<file path="src/rtl/brnpc_pkg.sv">
package brnpc_pkg;

    localparam int INSN_W    = 32;
    localparam int RIDX_W    = 5;
    localparam int OFF_W     = 28;
    localparam int FLAGS_N   = 8;
    localparam int FSEL_W    = $clog2(FLAGS_N);
    localparam int CALL_REG  = 1;

    localparam logic [5:0] OPC_ZERO  = 6'h10;
    localparam logic [5:0] OPC_NZERO = 6'h11;
    localparam logic [5:0] OPC_FLAG  = 6'h12;
    localparam logic [5:0] OPC_JIND  = 6'h13;
    localparam logic [5:0] OPC_JMP   = 6'h14;
    localparam logic [5:0] OPC_CALL  = 6'h15;
    localparam logic [5:0] OPC_EQ    = 6'h16;
    localparam logic [5:0] OPC_NE    = 6'h17;
    localparam logic [5:0] OPC_LT    = 6'h18;
    localparam logic [5:0] OPC_GE    = 6'h19;
    localparam logic [5:0] OPC_LTU   = 6'h1A;
    localparam logic [5:0] OPC_GEU   = 6'h1B;

    typedef enum logic [3:0] {
        K_NONE, K_RZERO, K_RNZERO, K_FZERO, K_FSET,
        K_JIND, K_JMP, K_CALL,
        K_EQ, K_NE, K_LT, K_GE, K_LTU, K_GEU
    } br_kind_e;

    typedef struct packed {
        br_kind_e             kind;
        logic [RIDX_W-1:0]    rj;
        logic [RIDX_W-1:0]    rd;
        logic [FSEL_W-1:0]    fsel;
        logic [OFF_W-1:0]     off;
        logic                 link;
        logic [RIDX_W-1:0]    link_idx;
    } br_dec_t;

    function automatic logic [OFF_W-1:0] off_w21(input logic [20:0] f);
        return {{(OFF_W-23){f[20]}}, f, 2'b00};
    endfunction

    function automatic logic [OFF_W-1:0] off_w26(input logic [25:0] f);
        return {f, 2'b00};
    endfunction

    function automatic logic [OFF_W-1:0] off_w16(input logic [15:0] f);
        return {{(OFF_W-18){f[15]}}, f, 2'b00};
    endfunction

endpackage

</file>
<file path="src/rtl/brnpc_decode.sv">
module brnpc_decode
    import brnpc_pkg::*;
(
    input  logic [INSN_W-1:0] instr,
    output br_dec_t           dec
);
    logic [5:0]  opc;
    logic [20:0] f21;
    logic [25:0] f26;
    logic [15:0] f16;

    assign opc = instr[31:26];
    assign f16 = instr[25:10];
    assign f21 = {instr[4:0], instr[25:10]};
    assign f26 = {instr[9:0], instr[25:10]};

    always_comb begin
        dec          = '0;
        dec.kind     = K_NONE;
        dec.rj       = instr[9:5];
        dec.rd       = instr[4:0];
        dec.fsel     = instr[5 +: FSEL_W];
        case (opc)
            OPC_ZERO:  begin dec.kind = K_RZERO;  dec.off = off_w21(f21); end
            OPC_NZERO: begin dec.kind = K_RNZERO; dec.off = off_w21(f21); end
            OPC_FLAG: begin
                dec.off = off_w21(f21);
                case (instr[9:8])
                    2'b00:   dec.kind = K_FZERO;
                    2'b01:   dec.kind = K_FSET;
                    default: dec.kind = K_NONE;
                endcase
            end
            OPC_JIND: begin
                dec.kind     = K_JIND;
                dec.off      = off_w16(f16);
                dec.link     = 1'b1;
                dec.link_idx = instr[4:0];
            end
            OPC_JMP:   begin dec.kind = K_JMP; dec.off = off_w26(f26); end
            OPC_CALL: begin
                dec.kind     = K_CALL;
                dec.off      = off_w26(f26);
                dec.link     = 1'b1;
                dec.link_idx = RIDX_W'(CALL_REG);
            end
            OPC_EQ:    begin dec.kind = K_EQ;  dec.off = off_w16(f16); end
            OPC_NE:    begin dec.kind = K_NE;  dec.off = off_w16(f16); end
            OPC_LT:    begin dec.kind = K_LT;  dec.off = off_w16(f16); end
            OPC_GE:    begin dec.kind = K_GE;  dec.off = off_w16(f16); end
            OPC_LTU:   begin dec.kind = K_LTU; dec.off = off_w16(f16); end
            OPC_GEU:   begin dec.kind = K_GEU; dec.off = off_w16(f16); end
            default:   dec.kind = K_NONE;
        endcase
    end
endmodule

</file>
<file path="src/rtl/brnpc_cond.sv">
module brnpc_cond
    import brnpc_pkg::*;
#(
    parameter int XLEN = 64
) (
    input  br_kind_e          kind,
    input  logic [XLEN-1:0]   a,
    input  logic [XLEN-1:0]   b,
    input  logic [FLAGS_N-1:0] flags,
    input  logic [FSEL_W-1:0] fsel,
    output logic              is_br,
    output logic              take
);
    logic a_zero, eq, lt_s, lt_u, flag_bit;

    assign a_zero   = (a == '0);
    assign eq       = (a == b);
    assign lt_s     = ($signed(a) < $signed(b));
    assign lt_u     = (a < b);
    assign flag_bit = flags[fsel];

    always_comb begin
        is_br = 1'b1;
        take  = 1'b0;
        case (kind)
            K_RZERO:  take = a_zero;
            K_RNZERO: take = !a_zero;
            K_FZERO:  take = !flag_bit;
            K_FSET:   take = flag_bit;
            K_JIND,
            K_JMP,
            K_CALL:   take = 1'b1;
            K_EQ:     take = eq;
            K_NE:     take = !eq;
            K_LT:     take = lt_s;
            K_GE:     take = !lt_s;
            K_LTU:    take = lt_u;
            K_GEU:    take = !lt_u;
            default:  is_br = 1'b0;
        endcase
    end
endmodule

</file>
<file path="src/rtl/brnpc_target.sv">
module brnpc_target
    import brnpc_pkg::*;
#(
    parameter int XLEN = 64
) (
    input  logic [XLEN-1:0]  pc,
    input  logic [XLEN-1:0]  rj_val,
    input  logic             indirect,
    input  logic             take,
    input  logic [OFF_W-1:0] off,
    output logic [XLEN-1:0]  seq_pc,
    output logic [XLEN-1:0]  next_pc
);
    localparam int EXT_W = XLEN - OFF_W;

    logic [XLEN-1:0] off_x;
    logic [XLEN-1:0] base;
    logic [XLEN-1:0] tgt;

    assign off_x   = {{EXT_W{off[OFF_W-1]}}, off};
    assign base    = indirect ? rj_val : pc;
    assign tgt     = base + off_x;
    assign seq_pc  = pc + XLEN'(4);
    assign next_pc = take ? tgt : seq_pc;
endmodule

</file>
<file path="src/rtl/brnpc_unit.sv">
module brnpc_unit
    import brnpc_pkg::*;
#(
    parameter int XLEN = 64
) (
    input  logic                clk,
    input  logic                rst,
    input  logic                valid_i,
    input  logic [INSN_W-1:0]   instr_i,
    input  logic [XLEN-1:0]     pc_i,
    output logic [RIDX_W-1:0]   rj_idx_o,
    output logic [RIDX_W-1:0]   rd_idx_o,
    input  logic [XLEN-1:0]     rj_val_i,
    input  logic [XLEN-1:0]     rd_val_i,
    input  logic [FLAGS_N-1:0]  flags_i,
    output logic                is_branch_o,
    output logic                taken_o,
    output logic [XLEN-1:0]     next_pc_o,
    output logic                link_we_o,
    output logic [RIDX_W-1:0]   link_idx_o,
    output logic [XLEN-1:0]     link_data_o
);
    br_dec_t         dec;
    logic            is_br, take, link_en;
    logic [XLEN-1:0] seq_pc, nxt;

    brnpc_decode u_dec (
        .instr (instr_i),
        .dec   (dec)
    );

    brnpc_cond #(.XLEN(XLEN)) u_cond (
        .kind  (dec.kind),
        .a     (rj_val_i),
        .b     (rd_val_i),
        .flags (flags_i),
        .fsel  (dec.fsel),
        .is_br (is_br),
        .take  (take)
    );

    brnpc_target #(.XLEN(XLEN)) u_tgt (
        .pc       (pc_i),
        .rj_val   (rj_val_i),
        .indirect (dec.kind == K_JIND),
        .take     (take),
        .off      (dec.off),
        .seq_pc   (seq_pc),
        .next_pc  (nxt)
    );

    assign rj_idx_o = dec.rj;
    assign rd_idx_o = dec.rd;
    assign link_en  = dec.link && (dec.link_idx != '0);

    always_ff @(posedge clk) begin
        if (rst) begin
            is_branch_o <= 1'b0;
            taken_o     <= 1'b0;
            next_pc_o   <= '0;
            link_we_o   <= 1'b0;
            link_idx_o  <= '0;
            link_data_o <= '0;
        end else if (valid_i) begin
            is_branch_o <= is_br;
            taken_o     <= take;
            next_pc_o   <= nxt;
            link_we_o   <= link_en;
            link_idx_o  <= link_en ? dec.link_idx : '0;
            link_data_o <= link_en ? seq_pc : '0;
        end
    end
endmodule

</file>
<file path="config.mk">
export PLATFORM = sky130hd
export DESIGN_NAME = brnpc_unit
export DESIGN_NICKNAME = d
export VERILOG_FILES = /design/src/rtl/brnpc_pkg.sv /design/src/rtl/brnpc_decode.sv /design/src/rtl/brnpc_cond.sv /design/src/rtl/brnpc_target.sv /design/src/rtl/brnpc_unit.sv
export SDC_FILE = /design/constraint.sdc
export NUM_CORES = 1
export LEC_CHECK = 0
export ABC_AREA = 0
export BUFFER_PORTS_ARGS = -buffer_cell sky130_fd_sc_hd__buf_2
export CORE_MARGIN = 2
export CORE_UTILIZATION = 30
export DETAILED_ROUTE_END_ITERATION = 10
export SLEW_MARGIN = 10
export SYNTH_ARGS = -nofsm -noshare
export SYNTH_HDL_FRONTEND = slang
export SYNTH_HIERARCHICAL = 1
export SYNTH_SLANG_ARGS = --single-unit
</file>
<file path="constraint.sdc">
create_clock -name clk -period 10.3 [get_ports clk]
set_input_delay 1.545 -clock clk [delete_from_list [all_inputs] [get_ports clk]]
set_output_delay 1.545 -clock clk [all_outputs]
set_load 0.02 [all_outputs]
</file>
Word-level counts from Yosys, hierarchy flattened
Cells that the tools add are included.
- logic and storage cells: 64
- register bits: 136
- input port bits: 235
- add/sub/neg operators: 2
- mux-type cells: 12
- reduce and logical (&&, ||, !) cells: 14
- $lt $le $gt $ge: 3
- eq/ne operators: 27
- operators with widths (kind ; count):
    $mux W64 ; 3
    $lt A64 B64 Y1 ; 2
    $pmux W28 S3 ; 1
    $eq A6 B5 Y1 const B ; 12
    $add A64 B3 Y64 const B ; 1
    $add A64 B64 Y64 ; 1
    $eq A64 B64 Y1 ; 1
    $logic_not A64 Y1 ; 1
    $pmux W4 S12 ; 1
    $eq A4 B4 Y1 const B ; 6
    $eq A4 B3 Y1 const B ; 4
    $reduce_or A13 Y1 ; 1
    $pmux W6 S2 ; 1
    $pmux W1 S11 ; 1
    $eq A4 B2 Y1 const B ; 2
    $reduce_or A7 Y1 ; 1
    $pmux W3 S2 ; 1
    $reduce_or A3 Y1 ; 2
    $logic_not A1 Y1 ; 5
    $mux W5 ; 1
    $reduce_bool A5 Y1 ; 1
    $eq A4 B1 Y1 const B ; 1
    $lt A3 B4 Y1 const B ; 1
    $bmux W1 S3 ; 1
    other kinds (5) ; 6

Depth between registers and ports, before layout
- word-level depth: 7
- depth in mapped cells: 21

Modules after synthesis
The synthesis kept the hierarchy.
- modules (own cells, without submodules) (module ; instances ; sequential area each (um^2) ; cells an instance ; area an instance (um^2)):
    brnpc_target ; 1 ; 0.0 ; 989 ; 6645.1
    brnpc_unit ; 1 ; 2722.6 ; 385 ; 4510.6
    brnpc_cond ; 1 ; 0.0 ; 271 ; 1941.9
    brnpc_decode ; 1 ; 0.0 ; 96 ; 644.4

Least setup slack after synthesis
OpenSTA, ideal clock, no wires.
- kind: input to register
- from: in instr_i[27]
- to: reg next_pc_o[57]
- cell stages on the path: 21
- data arrival time: 6.027 ns
- slack: 4.145 ns
- cell sequence: buf_2 > o21ai_0 > a21oi_1 > a2111oi_2 > nor4bb_1 > buf_1 > clkbuf_1 > mux2_2 > ha_1 > buf_2 > a21o_1 > o21bai_1 > a221oi_2 > o221ai_1 > a2bb2oi_1 > nand2_1 > a311oi_1 > xor2_1 > a21oi_1 > mux2i_1 > nor2_1
- RTL lines (element ; line ; RTL):
    from (decl) ; brnpc_unit.sv:9 ; input logic [INSN_W-1:0] instr_i,
    to (signal assigned) ; brnpc_unit.sv:67 ; next_pc_o <= nxt;
    to (decl) ; brnpc_unit.sv:18 ; output logic [XLEN-1:0] next_pc_o,

==> summary.md <==
| Metric | Value |
|---|---|
| Outcome | `complete, no violations` |
| # Post-CTS Setup Buffers | `0` |
| Clock slew at reported path FFs | `approximately 60 ps` |
| Data arrival time at the worst-slack endpoint | `6900 ps` |
| Number of warnings reported in the yosys synthesis log | `6` |
| Leading area contributor after synthesis | `dfxtp_1` |
| Top Ports | `approximately 380` |
| Total of max-cap violations | `0` |
| Fraction of final layout cells with drive strength greater than 1 | `about a quarter` |
| Post-CTS sizing | `0` |
| Cell at the root of the clock tree | `clkbuf_16` |
| Yosys reg bits | `approximately 140` |
| Number of flops mapped to enable cells by yosys | `0` |
| Kind of end point of the critical path | `flip-flop` |
| Req. time, crit path | `10,600 ps` |
| Cell chain of the critical path | `buf_2 -> nand2b_1 -> nor3_1 -> a2111oi_2 -> nor4bb_4 -> buf_4 -> mux2_2 -> ha_1 -> a21o_1 -> a21o_1 -> nor2_1 -> o211ai_1 -> o211ai_1 -> a311oi_1 -> o211ai_1 -> mux2i_1 -> nor2_1 -> mux2i_1 -> nor2_1` |
| Maximum fanout along the worst path | `33` |
| Pin count of the biggest net entering global routing | `77` |
| Fin Setup TNS | `0 ps` |
| HPWL after detailed placement | `46,900 microns` |
| Starting DRC count in detailed routing | `1,016` |
| Sum of routed wire length over all layers | `~57,000 microns` |
| Per-instance average area after synthesis | `a little under 8 sq um` |
| TritonCTS clock tree | `built` |
| Number of global-route vias before repair | `roughly 14,000` |
| Synth Instances | `1,741` |
| Post-detailed-route wirelength per cell | `21.3 microns` |
| Worst min path class | `reg2reg` |
| Number of I/O port buffers | `380` |
| 1st-pass router iterations | `5` |
| Design internal power | `~1.2 mW` |
| DRC errors left | `0` |
| DIE AREA | `about 48,000 sq um` |
| # H-tree levels | `4` |
| Num Clock Sinks | `approximately 140` |
| Slowest Stage Delay on Critical Path | `790 ps` |
| Die extent in x | `around 220 microns` |
| Worst slew pin tran | `around 940 ps` |
| Routed via count divided by cell count | `about 5.4` |
| Global placement routability congestion | `0.950` |
| Final hold violation count | `0` |
| P&R area growth vs syn | `20.7%` |
| CP top delay family | `compound AO/OA/AOI/OAI gates` |
| Switching pwr | `around 0.63 mW` |
| Number of hold buffers added after cts | `0` |
| Rows | `78` |
| Nature of the critical path startpoint | `input pin` |
| P per Cell Area | `108 nW/um^2` |
| Number of fill cells in the layout | `between 4,000 and 5,000` |
| Initial antenna violation count | `3` |
| Biggest area contributors in the synthesized netlist | `dfxtp_1 (20%), ha_1 (12%), a21oi_1 (5.9%), mux2i_1 (5.5%), mux2_2 (5.2%)` |
| Flop pwr share | `31.2%` |
| Slowest cell on the critical path | `a311oi_1` |
| Top cell type's share of synthesized area | `just under 20%` |
| Via count | `approximately 14,000` |
| Worst VDD drop | `0.0982 mV` |
| Final Skew | `0 ps` |
| Gate power share | `between 30% and 40%` |
| Detail Route Antenna Nets | `0` |
| Most frequently used cell type in the post-synthesis netlist | `nor2_1` |
| Floorplan Core Area | `roughly 45,000 sq um` |
| Time the worst path needs with I/O delays and setup | `about 6600 ps` |
| Unrepaired setup endpoints after global routing | `no` |
| Cell area after technology mapping | `13,700 sq um` |
| Nets | `roughly 2,400` |
| Initial Utilization | `30.3%` |
| Global Route Usage Sum | `23.3%` |
| Buffer and inverter count on the worst path | `2` |
| Placed Cells incl. Taps | `about 2,600` |
| Proportion of total power due to net switching | `35.1%` |
| Vertical die dimension | `218 microns` |
| Global route total overflow | `0` |
| Fraction of synthesis flops using an asynchronous set or reset pin | `0%` |
| Clock Latency Late Sink | `about 450 ps` |
| Number of pins with negative max-slew slack in the final report | `0` |
| Critical path type | `in2reg` |
| Final setup violation count | `0` |
| Maximum frequency from static timing analysis | `~150 MHz` |
| Primary FF master, synth | `dfxtp_1` |
| Global-route wire length before repair | `~85,000 microns` |
| Maximum count of clock buffers along a single path | `2` |
| Count of unique library cells instantiated by Yosys | `95` |
| Period Utilization, post-route | `64.1%` |
| Number of standard cells in the final layout excluding fillers | `2,667` |
| Final Core Density | `about 37%` |
| Number of buffers added by the clock tree synthesis step | `17` |
| Clock power frac | `36.7%` |
| Top cells by count, synth | `nor2_1 (182), a21oi_1 (163), dfxtp_1 (136), ha_1 (128), nand2_1 (127)` |
| Leakage power total | `~8.1 nW` |
| Seq/Total Area, Yosys | `approximately 20%` |
| Headroom to the max-slew limit | `a little under two fifths` |
[sequential cells by signal (all words and copies together), names as in the netlist]
name,cells
is_branch_o,1
link_data_o,64
link_idx_o,5
link_we_o,1
next_pc_o,64
taken_o,1
[kinds of logic (layout without fill, tap and decap cells)]
group | Yosys count | after routing | share of synthesized area [%]
flip-flops | 136 | 136 | 19.8
multiplexers | 141 | 141 | 11.0
adder cells (fa/ha/maj) | 129 | 129 | 11.8
AO/OA/AOI/OAI | 447 | 447 | 21.9
XOR/XNOR | 113 | 113 | 7.37
buffers and inverters | 197 | 520 | 6.69
other | 1 | 4 | 0.0273
AND/OR/NAND/NOR | 577 | 577 | 21.3
[layout make-up]
cell class	count	area, sq um	share of cell area, %
Antenna cell	2	5.00	0.0302
Clock buffer	21	470	2.84
Clock inverter	11	145	0.875
Inverter	95	357	2.15
Multi-Input combinational cell	1409	10100	61.1
Sequential cell	136	2720	16.4
Tap cell	600	751	4.53
Timing Repair Buffer	393	2000	12.1
[through the flow]
step                      setup slack, ps  hold slack, ps  power [mW]  instance area, sq um
after floorplan                      4140             543       0.930                 13700
after global placement               3440             431        1.13                 16000
after detailed placement             3320             444        1.14                 16000
after CTS                            3790             470        1.80                 16600
after global routing                 3290             482        1.88                 16600
final                                3700             466        1.79                 16600
[final timing paths]
path,startpoint,end,slack (ps),cells past startpoint
max,instr_i[28],next_pc_o[56],3700,19
min,link_data_o[35],link_data_o[35],470,1
max reg2reg,next_pc_o[17],next_pc_o[17],9630,2
min reg2reg,link_data_o[35],link_data_o[35],470,1
[cell usage in the layout, fill, tap and decap left out, types with 6 or more instances in the layout]
master	netlist	layout
xor2_1	41	41
o21bai_1	18	18
nand4_1	43	43
o21a_1	10	10
and3_1	35	35
o31ai_1	6	6
a31oi_1	6	6
o211ai_1	10	10
ha_1	128	128
nand3_1	58	58
mux2_2	64	64
xnor2_1	69	69
nor4_1	25	25
a211oi_1	7	7
a21o_1	46	46
nor2b_1	7	7
a22o_1	64	64
buf_2	28	379
nor2_1	182	181
and2_1	15	15
a21oi_1	163	163
a311oi_1	6	6
clkbuf_16	0	17
nand2b_1	15	15
o21ai_0	55	55
dfxtp_1	136	136
mux2i_1	75	75
and4_1	12	12
inv_1	94	94
nor3_1	17	17
o22ai_1	6	6
nand2_1	127	127
buf_4	22	14
[power by group through the flow]
stage / clock network, mW / logic [mW] / registers (mW)
3_5_place_dp: 0 / 0.567 / 0.570
4_1_cts: 0.676 / 0.570 / 0.558
3_3_place_gp: 0 / 0.560 / 0.570
6_report: 0.656 / 0.573 / 0.559
2_1_floorplan: 0 / 0.338 / 0.593
5_1_grt: 0.692 / 0.627 / 0.560
[metal layers]
metal | part of all wire [%] | vias to the layer above | track usage [%]
met5 | 0.021 | - | 0
met3 | 5.9 | 54 | 4.55
li1 | - | 6938 | -
met4 | 1.8 | 2 | 6.49
met2 | 46 | 473 | 38.7
met1 | 46 | 6866 | 30.7
Power figures use the tool's default switching activity.
